--- src/rtl/qshift_pkg.sv ---
package qshift_pkg;

    typedef enum logic [1:0] {
        ST_IDLE,
        ST_SETUP,
        ST_PASS_A,
        ST_PASS_X
    } qs_state_t;

    typedef struct packed {
        logic left;
        logic rot;
        logic pair;
    } qs_mode_t;

endpackage

--- src/rtl/qshift_gate.sv ---
module qshift_gate #(
    parameter int W = 16
) (
    input  logic [W-1:0] din,
    input  logic         en,
    input  logic         left,
    input  logic         fill,
    output logic [W-1:0] dout,
    output logic         spill
);
    // One-bit move per pass, or data passed unchanged when not enabled.
    always_comb begin
        spill = left ? din[W-1] : din[0];
        if (!en)
            dout = din;
        else if (left)
            dout = {din[W-2:0], fill};
        else
            dout = {fill, din[W-1:1]};
    end
endmodule

--- src/rtl/qshift_timer.sv ---
module qshift_timer #(
    parameter int QW   = 6,
    parameter int QMAX = 35
) (
    input  logic          clk,
    input  logic          rst_n,
    input  logic          clear,
    input  logic          tick,
    output logic [QW-1:0] q
);
    always_ff @(posedge clk or negedge rst_n) begin
        if (!rst_n)
            q <= '0;
        else if (clear)
            q <= '0;
        else if (tick)
            q <= q + 1'b1;
    end

    // the quarter count never runs past the longest legal request
    assert_quarter_bound_R7: assert property (@(posedge clk) disable iff (!rst_n)
        q <= QW'(QMAX));
endmodule

--- src/rtl/qshift_ctrl.sv ---
module qshift_ctrl
    import qshift_pkg::*;
#(
    parameter int CW         = 5,
    parameter int SINGLE_MAX = 8,
    parameter int DOUBLE_MAX = 16,
    parameter int SETUP_Q    = 3
) (
    input  logic          clk,
    input  logic          rst_n,
    input  logic          start,
    input  logic          left,
    input  logic          rot,
    input  logic          pair,
    input  logic [CW-1:0] count,
    output qs_mode_t      mode_q,
    output logic          load,
    output logic          pass_a,
    output logic          pass_x,
    output logic          busy,
    output logic          done,
    output logic          err
);
    localparam int SW = $clog2(SETUP_Q + 1);
    localparam logic [CW-1:0] LIM_S = CW'(SINGLE_MAX);
    localparam logic [CW-1:0] LIM_D = CW'(DOUBLE_MAX);
    localparam logic [SW-1:0] SETUP_LAST = SW'(SETUP_Q - 1);

    qs_state_t     state, nxt;
    logic [CW-1:0] rem;
    logic [SW-1:0] setup_ctr;
    logic          valid, accept, reject, pos_end, last_pass;

    always_comb begin
        valid     = (count != '0) && (count <= (pair ? LIM_D : LIM_S));
        accept    = start && (state == ST_IDLE) && valid;
        reject    = start && (state == ST_IDLE) && !valid;
        pos_end   = ((state == ST_PASS_A) && !mode_q.pair) || (state == ST_PASS_X);
        last_pass = pos_end && (rem == CW'(1));
        load      = accept;
        pass_a    = (state == ST_PASS_A);
        pass_x    = (state == ST_PASS_X);
        busy      = (state != ST_IDLE);
    end

    // Next-state logic
    always_comb begin
        nxt = state;
        unique case (state)
            ST_IDLE:   if (accept) nxt = ST_SETUP;
            ST_SETUP:  if (setup_ctr == SETUP_LAST) nxt = ST_PASS_A;
            ST_PASS_A: begin
                if (mode_q.pair)
                    nxt = ST_PASS_X;
                else if (rem == CW'(1))
                    nxt = ST_IDLE;
            end
            ST_PASS_X: nxt = (rem == CW'(1)) ? ST_IDLE : ST_PASS_A;
            default:   nxt = ST_IDLE;
        endcase
    end

    // State register
    always_ff @(posedge clk or negedge rst_n) begin
        if (!rst_n)
            state <= ST_IDLE;
        else
            state <= nxt;
    end

    // Request latch, remaining positions, setup counter
    always_ff @(posedge clk or negedge rst_n) begin
        if (!rst_n) begin
            mode_q    <= '0;
            rem       <= '0;
            setup_ctr <= '0;
        end else if (accept) begin
            mode_q    <= '{left: left, rot: rot, pair: pair};
            rem       <= count;
            setup_ctr <= '0;
        end else begin
            if (state == ST_SETUP)
                setup_ctr <= setup_ctr + 1'b1;
            if (pos_end)
                rem <= rem - 1'b1;
        end
    end

    // Output pulses
    always_ff @(posedge clk or negedge rst_n) begin
        if (!rst_n) begin
            done <= 1'b0;
            err  <= 1'b0;
        end else begin
            done <= last_pass;
            err  <= reject;
        end
    end

    // completion and refusal are exclusive
    assert_done_err_excl_R10: assert property (@(posedge clk) disable iff (!rst_n)
        !(done && err));
    // completion is a single-cycle pulse
    assert_done_pulse_R10: assert property (@(posedge clk) disable iff (!rst_n)
        done |=> !done);
    // work only begins after a strobe
    assert_busy_from_start_R9: assert property (@(posedge clk) disable iff (!rst_n)
        $rose(busy) |-> $past(start));
    // the X pass exists only in paired mode
    assert_pass_x_paired_R7: assert property (@(posedge clk) disable iff (!rst_n)
        (state == ST_PASS_X) |-> mode_q.pair);
    // a running request always holds a legal position count
    assert_rem_legal_R8: assert property (@(posedge clk) disable iff (!rst_n)
        busy |-> (rem != '0) && (rem <= (mode_q.pair ? LIM_D : LIM_S)));
endmodule

--- src/rtl/qshift_top.sv ---
module qshift_top
    import qshift_pkg::*;
#(
    parameter int W          = 16,
    parameter int SINGLE_MAX = 8,
    parameter int DOUBLE_MAX = 16,
    parameter int SETUP_Q    = 3,
    localparam int CW        = $clog2(DOUBLE_MAX + 1),
    localparam int QMAX      = 2 * DOUBLE_MAX + SETUP_Q,
    localparam int QW        = $clog2(QMAX + 1)
) (
    input  logic          clk,
    input  logic          rst_n,
    input  logic          start,
    input  logic          dir_left,
    input  logic          rotate,
    input  logic          pair_mode,
    input  logic [CW-1:0] count,
    input  logic [W-1:0]  a_in,
    input  logic [W-1:0]  x_in,
    output logic [W-1:0]  a_out,
    output logic [W-1:0]  x_out,
    output logic          busy,
    output logic          done,
    output logic          err,
    output logic [QW-1:0] quarters
);
    qs_mode_t     mode_q;
    logic         load, pass_a, pass_x;
    logic [W-1:0] a_reg, x_reg, a_next, x_next;
    logic         link, a_spill, x_spill, fill_a, fill_x;

    qshift_ctrl #(
        .CW(CW), .SINGLE_MAX(SINGLE_MAX), .DOUBLE_MAX(DOUBLE_MAX), .SETUP_Q(SETUP_Q)
    ) u_ctrl (
        .clk(clk), .rst_n(rst_n), .start(start),
        .left(dir_left), .rot(rotate), .pair(pair_mode), .count(count),
        .mode_q(mode_q), .load(load), .pass_a(pass_a), .pass_x(pass_x),
        .busy(busy), .done(done), .err(err)
    );

    qshift_timer #(.QW(QW), .QMAX(QMAX)) u_timer (
        .clk(clk), .rst_n(rst_n), .clear(load), .tick(busy), .q(quarters)
    );

    // Incoming bit for each word's pass
    always_comb begin
        if (mode_q.pair)
            fill_a = mode_q.left ? x_reg[W-1] : (mode_q.rot & x_reg[0]);
        else
            fill_a = mode_q.rot & a_spill;
        fill_x = mode_q.left ? (mode_q.rot & link) : link;
    end

    qshift_gate #(.W(W)) u_gate_a (
        .din(a_reg), .en(pass_a), .left(mode_q.left), .fill(fill_a),
        .dout(a_next), .spill(a_spill)
    );

    qshift_gate #(.W(W)) u_gate_x (
        .din(x_reg), .en(pass_x), .left(mode_q.left), .fill(fill_x),
        .dout(x_next), .spill(x_spill)
    );

    always_ff @(posedge clk or negedge rst_n) begin
        if (!rst_n) begin
            a_reg <= '0;
            x_reg <= '0;
            link  <= 1'b0;
        end else if (load) begin
            a_reg <= a_in;
            x_reg <= x_in;
            link  <= 1'b0;
        end else begin
            if (pass_a) begin
                a_reg <= a_next;
                link  <= a_spill;
            end
            if (pass_x)
                x_reg <= x_next;
        end
    end

    assign a_out = a_reg;
    assign x_out = x_reg;

    // a single-mode pass never disturbs X
    assert_single_x_hold_R2: assert property (@(posedge clk) disable iff (!rst_n)
        (pass_a && !mode_q.pair) |=> $stable(x_reg));
    // a single rotate pass keeps the number of ones in A
    assert_rot_ones_R3: assert property (@(posedge clk) disable iff (!rst_n)
        (pass_a && !mode_q.pair && mode_q.rot) |=> ($countones(a_reg) == $past($countones(a_reg))));
    // a full paired rotate position keeps the ones of the chain
    assert_dbl_rot_ones_R5: assert property (@(posedge clk) disable iff (!rst_n)
        (pass_x && mode_q.rot) |=> ($countones({a_reg, x_reg}) == $past($countones({a_reg, x_reg}), 2)));
    // a refusal leaves results and timing untouched
    assert_err_hold_R8: assert property (@(posedge clk) disable iff (!rst_n)
        err |-> ($stable(a_reg) && $stable(x_reg) && $stable(quarters)));
    // no request completes faster than setup plus one pass
    assert_done_min_R6: assert property (@(posedge clk) disable iff (!rst_n)
        done |-> (quarters >= QW'(SETUP_Q + 1)));
endmodule

--- config.mk ---
export PLATFORM = sky130hd
export DESIGN_NAME = qshift_top
export DESIGN_NICKNAME = d
export VERILOG_FILES = /design/src/rtl/qshift_pkg.sv /design/src/rtl/qshift_gate.sv /design/src/rtl/qshift_timer.sv /design/src/rtl/qshift_ctrl.sv /design/src/rtl/qshift_top.sv
export SDC_FILE = /design/constraint.sdc
export NUM_CORES = 1
export LEC_CHECK = 0
export ABC_AREA = 1
export BUFFER_PORTS_ARGS = -buffer_cell sky130_fd_sc_hd__buf_4
export CAP_MARGIN = 20
export CORE_MARGIN = 4
export CORE_UTILIZATION = 54
export CTS_BUF_LIST = sky130_fd_sc_hd__clkbuf_4
export CTS_CLUSTER_SIZE = 8
export DETAILED_ROUTE_END_ITERATION = 7
export PLACE_DENSITY_LB_ADDON = 0.3
export SYNTH_ARGS = -nofsm -noshare
export SYNTH_HDL_FRONTEND = slang
export SYNTH_SLANG_ARGS = --single-unit
--- constraint.sdc ---
create_clock -name clk -period 1.9 [get_ports clk]
set_input_delay 0.19 -clock clk [delete_from_list [all_inputs] [get_ports clk]]
set_output_delay 0.19 -clock clk [all_outputs]
set_load 0.05 [all_outputs]
==> results.py, run 1 <==
metrics = {
    "critical_path": {
        "cp-startpoint": "u_ctrl.state[1]",
        "worstSetupStartpointType": "flip-flop",
        "reg2reg_from": "u_ctrl.state[1]",
        "endpoint_kind": "flip-flop",
        "cp-endpoint": "x_out[11]",
        "required_ns": 2.17,
        "critPathArrivalTime_ns": 1.96,
        "path_max_fanout": 28,
        "r2r-end": "x_out[11]",
        "rr_worst_depth": 7,
        "reg2reg_slack_ns": 0.22,
        "path_class": "reg -> reg",
    },
    "synth": {
        "synth.largest_area_cell": "dfrtp_1",
        "synth_edf_count": 0,
        "synthesis.instances": 419,
        "synthFlopType": "dfrtp_1",
        "synthTopCellsByCount": "nand2_1 (119), o21ai_0 (71), dfrtp_1 (53)",
        "ys_seq_area_share_pct": 43.0,
        "synth_area_sq_um": 3090,
        "ys_ff_latch": 53,
        "ys_top_cells_by_area": "dfrtp_1 (43%), nand2_1 (14%), o21ai_0 (12%), inv_1 (5.7%), nand3_1 (4.1%)",
        "synth_fp_nets": 468,
        "yosysTopAreaCellShare_pct": 43.0,
        "synth_warnings": 0,
        "yosysMostFrequentCell": "nand2_1",
        "ys_types": 30,
        "synth-async-reset-ratio_pct": 100,
        "syn_area_per_cell_sq_um": 7.36,
    },
    "timing": {
        "rsz0062_at_grt": "no",
        "slew_viol_final": 0,
        "hold_violations": 0,
        "finalCriticalPeriod_ns": 1.68,
        "skew_ns": 0.00755,
        "layout_setup_ws_ns": 0.218,
        "worst_pin_slew_ns": 0.687,
        "setup-tns-final_ns": 0,
        "period_share_pct": 88.5,
        "setup_viol": 0,
        "slew_headroom_pct": 54.2,
        "fin_hold_ws_ns": 0.0215,
        "timing.fmax_ghz": 0.595,
    },
    "die": {
        "top_level_ports": 84,
        "core_area_sq_um": 5540,
        "rows": 27,
        "start_util_pct": 55.7,
        "die_h_um": 83.6,
        "die_area_sq_um": 6990,
        "fp.dieW_um": 83.6,
    },
    "power": {
        "power_switching_share_pct": 54.8,
        "p_total_mw": 7.39,
        "power.internal_mw": 3.34,
        "seqPwrFrac_pct": 29.4,
        "p_leak_nw": 2.09,
        "powerDensity_nw_per_um2": 1930,
        "comb_power_share_pct": 63.2,
        "ir_drop_mv": 1.12,
        "clock_power_share_pct": 7.4,
        "p_sw_mw": 4.05,
    },
    "hold_path": {
        "hp-class": "in -> reg",
    },
    "routing": {
        "firstDrtPassIters": 4,
        "drc": 0,
        "drt-wirelength-per-cell_um": 13.7,
        "routed_wl_mm": 7.86,
        "avgViaCountPerCell": 5.24,
        "antenna_left": 0,
        "drt_iter0_drc": 127,
        "vias": 3015,
    },
    "global_routing": {
        "grt_pass1_vias": 2815,
        "antenna_found_initial": 0,
        "grt_overflow": 0,
        "grt_usage_pct": 22.9,
        "grt_pass1_wl_mm": 13.3,
        "grt_max_degree": 54,
    },
    "cts": {
        "cts_tree": "done",
        "cts_buffers": 5,
        "h-tree-depth": 2,
        "clk_latency_ns": 0.38,
        "clockBufferDepth": 2,
        "cts_setup_buffers": 0,
        "cts_sinks": 53,
        "cts_root_buffer": "clkbuf_4",
        "post_cts_resized": 0,
        "cts_hold_buf": 1,
        "cts.reportedPaths.clkPinSlew_ns": 0.15,
    },
    "place": {
        "pre_cts_ws_ns": 0.183,
        "placed_area_sq_um": 3770,
        "gp_congestion": 0.838,
        "port_buffers": 83,
        "dp_hpwl_mm": 5.77,
    },
    "run_status": {
        "status": "finished, final reports clean",
    },
    "cells_and_area": {
        "diodes": 0,
        "design_area_sq_um": 3840,
        "drive_gt1_share_pct": 22.1,
        "syn2layout_area_growth_pct": 24.3,
        "num-nets-final": 551,
    },
    "job": {
        "cap_viol_max_count": 0,
    },
}
-- power groups by stage --
stage	sequential, mW	combinational (mW)	clock, mW
after floorplan	3.43	2.11	0
after global placement	2.18	4.56	0
after detailed placement	2.20	4.66	0
after CTS	2.17	4.69	0.551
after global routing	2.27	5.13	0.593
final	2.17	4.67	0.548
-- state kept, by name, indices dropped and copies added (netlist names) --
signal and flops:
u_timer.q 6, link 1, u_ctrl.err 1, u_ctrl.rem 5, u_ctrl.mode_q 3, a_out 16, u_ctrl.state 2, u_ctrl.setup_ctr 2
x_out 16, u_ctrl.done 1
-- critical path: stages (launching register included) --
cell and delay, ns:
dfrtp_1 0.48, nor2_4 0.19, inv_2 0.10, nor2_8 0.16, nand3_4 0.14, buf_4 0.24
o21ai_0 0.17, o21ai_0 0.11
-- cells in the final DEF (no fill, tap or decap), drive strengths merged --
cell	n
nand3b	2
inv	50
a21boi	1
buf	93
clkbuf	8
xor2	3
a21oi	9
a31o	1
nand2	121
o21bai	2
dfrtp	53
o21ai	74
nand3	27
nor3	1
o21a	1
nor2	34
o211ai	4
dlygate4sd3	1
ha	6
nand4	8
mux2i	4
-- worst min-delay path by stage --
stage	from	cells past startpoint	end	slack (ns)
detailed placement	rst_n	1	u_ctrl.rem[0]	0.28
CTS	a_in[14]	3	a_out[14]	0.02
global placement	rst_n	1	u_ctrl.done	0.28
finish	a_in[3]	3	a_out[3]	0.02
floorplan	rst_n	0	a_out[0]	-0.11
global route	a_in[3]	3	a_out[3]	0.02
-- cell type report --
cell class | instances | area [sq um]
fillers | 504 | 1700
multi-input cells | 298 | 1460
flip-flops and latches | 53 | 1330
repair buffers | 94 | 708
inverters | 50 | 188
well taps | 72 | 90.1
clock buffers | 8 | 60.1
-- layer usage --
layer  track usage [%]  wire [um]  vias up
li1                  -          -     1522
met4              4.82         72        0
met1              30.2       3450     1395
met3              4.94        468        5
met5                 0          0        -
met2              38.8       3870       93
-- logic make-up (layout without fill, tap and decap cells) --
family	after synthesis	in the layout	synth area share, %
DFF	53	53	43.0
AOI/OAI and AO/OA	92	92	15.7
xor gates and xnor gates	3	3	0.852
and+or+nand+nor	193	193	27.2
muxes	4	4	1.30
adders and majority gates	6	6	2.43
buffers and inverters	68	152	9.57
-- through the flow --
step                std cells  util, %
finish                    575     69.2
global route              575     69.2
CTS                       575     69.2
detailed placement        566     68.0
global placement          566     68.0
floorplan                 419        -
Power figures use the tool's default switching activity.
==> inputs of run 2 (changes only) <==
--- a/config.mk
+++ b/config.mk
@@ -14,6 +14,7 @@
 export CTS_CLUSTER_SIZE = 8
 export DETAILED_ROUTE_END_ITERATION = 7
 export PLACE_DENSITY_LB_ADDON = 0.3
+export REMOVE_ABC_BUFFERS = 1
 export SYNTH_ARGS = -nofsm -noshare
 export SYNTH_HDL_FRONTEND = slang
 export SYNTH_SLANG_ARGS = --single-unit
==> run 2 against run 1 <==
  * Critical path depth up 1
  * Sequential share of layout area down 0.056 points
  * Cell area is 0.16% higher
  * Count of clock-buffer cells in the layout decreased by 3
  * Maximum frequency decreased by 4.4%
  * Final cell count is 0.17% lower
  * Critical endpoint is now a_out[6]
  * Non-clock buffer count stayed put
  * Global-route usage rose by 0.38 points
==> results.py, run 2 (synthesis results as in run 1) <==
metrics = {
    "critical_path": {
        "rr_worst_depth": 8,
        "critPathArrivalTime_ns": 2.03,
        "reg2reg_slack_ns": 0.14,
        "endpoint_kind": "flip-flop",
        "path_class": "reg -> reg",
        "r2r-end": "a_out[6]",
        "worstSetupStartpointType": "flip-flop",
        "crit_path_cell_trace": "nor2_4, inv_2, nor2_8, nand3_4, nand2_4, clkinvlp_4, nand2_1, nand3_1",
        "path_buf_inv": 2,
        "slowest_stage": "dfrtp_1",
        "required_ns": 2.17,
        "cpPeakStageDelay_ns": 0.49,
        "path_max_fanout": 16,
        "critPathTopFamily": "simple AND/OR/NAND/NOR gates",
        "reg2reg_from": "u_ctrl.state[1]",
    },
    "cells_and_area": {
        "layout_common_cells": "nand2_1 (119), buf_4 (92), o21ai_0 (71), dfrtp_1 (53), inv_1 (46)",
        "syn2layout_area_growth_pct": 24.5,
        "fillers": 502,
        "drive_gt1_share_pct": 22.1,
        "diodes": 0,
        "layout.cells.non_filler": 574,
        "layout_commonest_cell": "nand2_1",
        "seq_area_sq_um": 1330,
        "num-nets-final": 552,
        "multi_input_area_sq_um": 1460,
    },
    "timing": {
        "slew_viol_final": 0,
        "timing.fmax_ghz": 0.569,
        "slew_headroom_pct": 54.8,
        "fin_hold_ws_ns": 0.0143,
        "worst_pin_slew_ns": 0.678,
        "finalCriticalPeriod_ns": 1.76,
        "setup_viol": 0,
        "rsz0062_at_grt": "yes",
        "hold_violations": 0,
        "skew_ns": 0.00299,
        "period_share_pct": 92.5,
    },
    "cts": {
        "cts_tree": "done",
        "cts_buffers": 5,
        "cts_root_buffer": "clkbuf_4",
        "cts_sinks": 53,
        "clockBufferDepth": 2,
        "h-tree-depth": 2,
        "cts.reportedPaths.clkPinSlew_ns": 0.14,
        "cts_setup_buffers": 0,
        "clk_latency_ns": 0.37,
    },
    "routing": {
        "firstDrtPassIters": 5,
        "routed_wl_mm": 7.82,
        "antenna_left": 0,
        "drt-wirelength-per-cell_um": 13.6,
        "drt_iter0_drc": 181,
        "drc": 0,
        "vias": 3081,
        "avgViaCountPerCell": 5.37,
    },
    "global_routing": {
        "grt_usage_pct": 23.3,
        "busiest_layer": "met2",
        "grt_max_degree": 54,
        "met2_usage_pct": 38.2,
        "grtUsageMet3_pct": 5.73,
        "grt_overflow": 0,
        "grt_pass1_vias": 2895,
        "antenna_found_initial": 0,
        "met1_usage_pct": 30.9,
        "grt_pass1_wl_mm": 13.6,
    },
    "power": {
        "seqPwrFrac_pct": 29.7,
        "comb_power_share_pct": 63.8,
        "p_leak_nw": 2.08,
        "powerDensity_nw_per_um2": 1920,
        "ir_drop_mv": 1.25,
        "p_sw_mw": 4.07,
        "power_switching_share_pct": 55.3,
        "power.internal_mw": 3.29,
        "clock_power_share_pct": 6.5,
    },
    "die": {
        "fp.dieW_um": 83.6,
        "rows": 27,
        "die_area_sq_um": 6990,
        "top_level_ports": 84,
        "start_util_pct": 55.7,
        "die_h_um": 83.6,
        "core_area_sq_um": 5540,
    },
    "place": {
        "place_inst": 566,
        "dp_hpwl_mm": 5.72,
        "port_buffers": 83,
        "gp_congestion": 0.850,
    },
    "hold_path": {
        "hp-class": "in -> reg",
        "min_to": "u_ctrl.mode_q[2]",
        "min_path_cells": 3,
        "worstHoldStart": "dir_left",
    },
    "job": {
        "cap_viol_max_count": 0,
    },
    "run_status": {
        "status": "finished, final reports clean",
    },
}
==> run 2: changes by cell type in the layout (fill, tap and decap cells not counted), sizes merged <==
cell      previous run  this run
clkbuf               8         5
clkinv               0         1
clkinvlp             0         2
inv                 50        49
==> run 2: worst min-delay path, stage by stage <==
cell	delay [ns]
buf_4	0.08
nand2_1	0.04
o21ai_0	0.06
==> run 2: layout make-up <==
class / count / share of cell area, %
tap: 72 / 2.34
multi-input combinational: 298 / 38.1
clock inverter: 1 / 0.130
inverter: 50 / 4.98
timing repair inverter: 1 / 0.195
timing repair buffer: 94 / 18.8
clock buffer: 5 / 0.977
sequential: 53 / 34.5
==> run 2: worst max path at each step <==
stage	startpoint	to	slack [ns]	cells after the start
finish	u_ctrl.state[1]	a_out[6]	0.14	8
global route	u_ctrl.state[1]	a_out[6]	-0.02	8
CTS	u_ctrl.state[1]	a_out[6]	0.15	8
detailed placement	pair_mode	a_out[6]	0.08	12
global placement	pair_mode	a_out[4]	0.18	11
floorplan	u_ctrl.mode_q[2]	a_out[0]	-0.16	9
==> run 2: power groups by stage <==
stage | combinational, mW | sequential [mW] | clock, mW
after global routing | 5.21 | 2.27 | 0.522
after floorplan | 1.86 | 3.53 | 0
after CTS | 4.69 | 2.18 | 0.478
final | 4.70 | 2.19 | 0.477
after detailed placement | 4.68 | 2.21 | 0
after global placement | 4.54 | 2.18 | 0
==> run 2: timing repair <==
action,CTS,global route
resized for setup,0,2
endpoints found under the setup margin,0,3
hold buffers,1,0
hold endpoints to repair,53,0
==> run 2: metal layers <==
layer | share of wire (%) | up-vias
li1 | - | 1518
met1 | 43 | 1436
met2 | 48 | 115
met3 | 7.0 | 12
met4 | 1.5 | 0
met5 | 0 | -
==> run 2: metrics by stage <==
stage	setup TNS, ns	util [%]	setup slack (ns)	power, mW	cell area, sq um
floorplan	-0.859	-	-0.163	5.39	2980
global placement	0	68.2	0.181	6.72	3780
detailed placement	0	68.2	0.0787	6.88	3780
CTS	0	69.2	0.151	7.36	3830
global route	-0.0168	69.4	-0.0151	8.01	3840
finish	0	69.4	0.142	7.37	3840
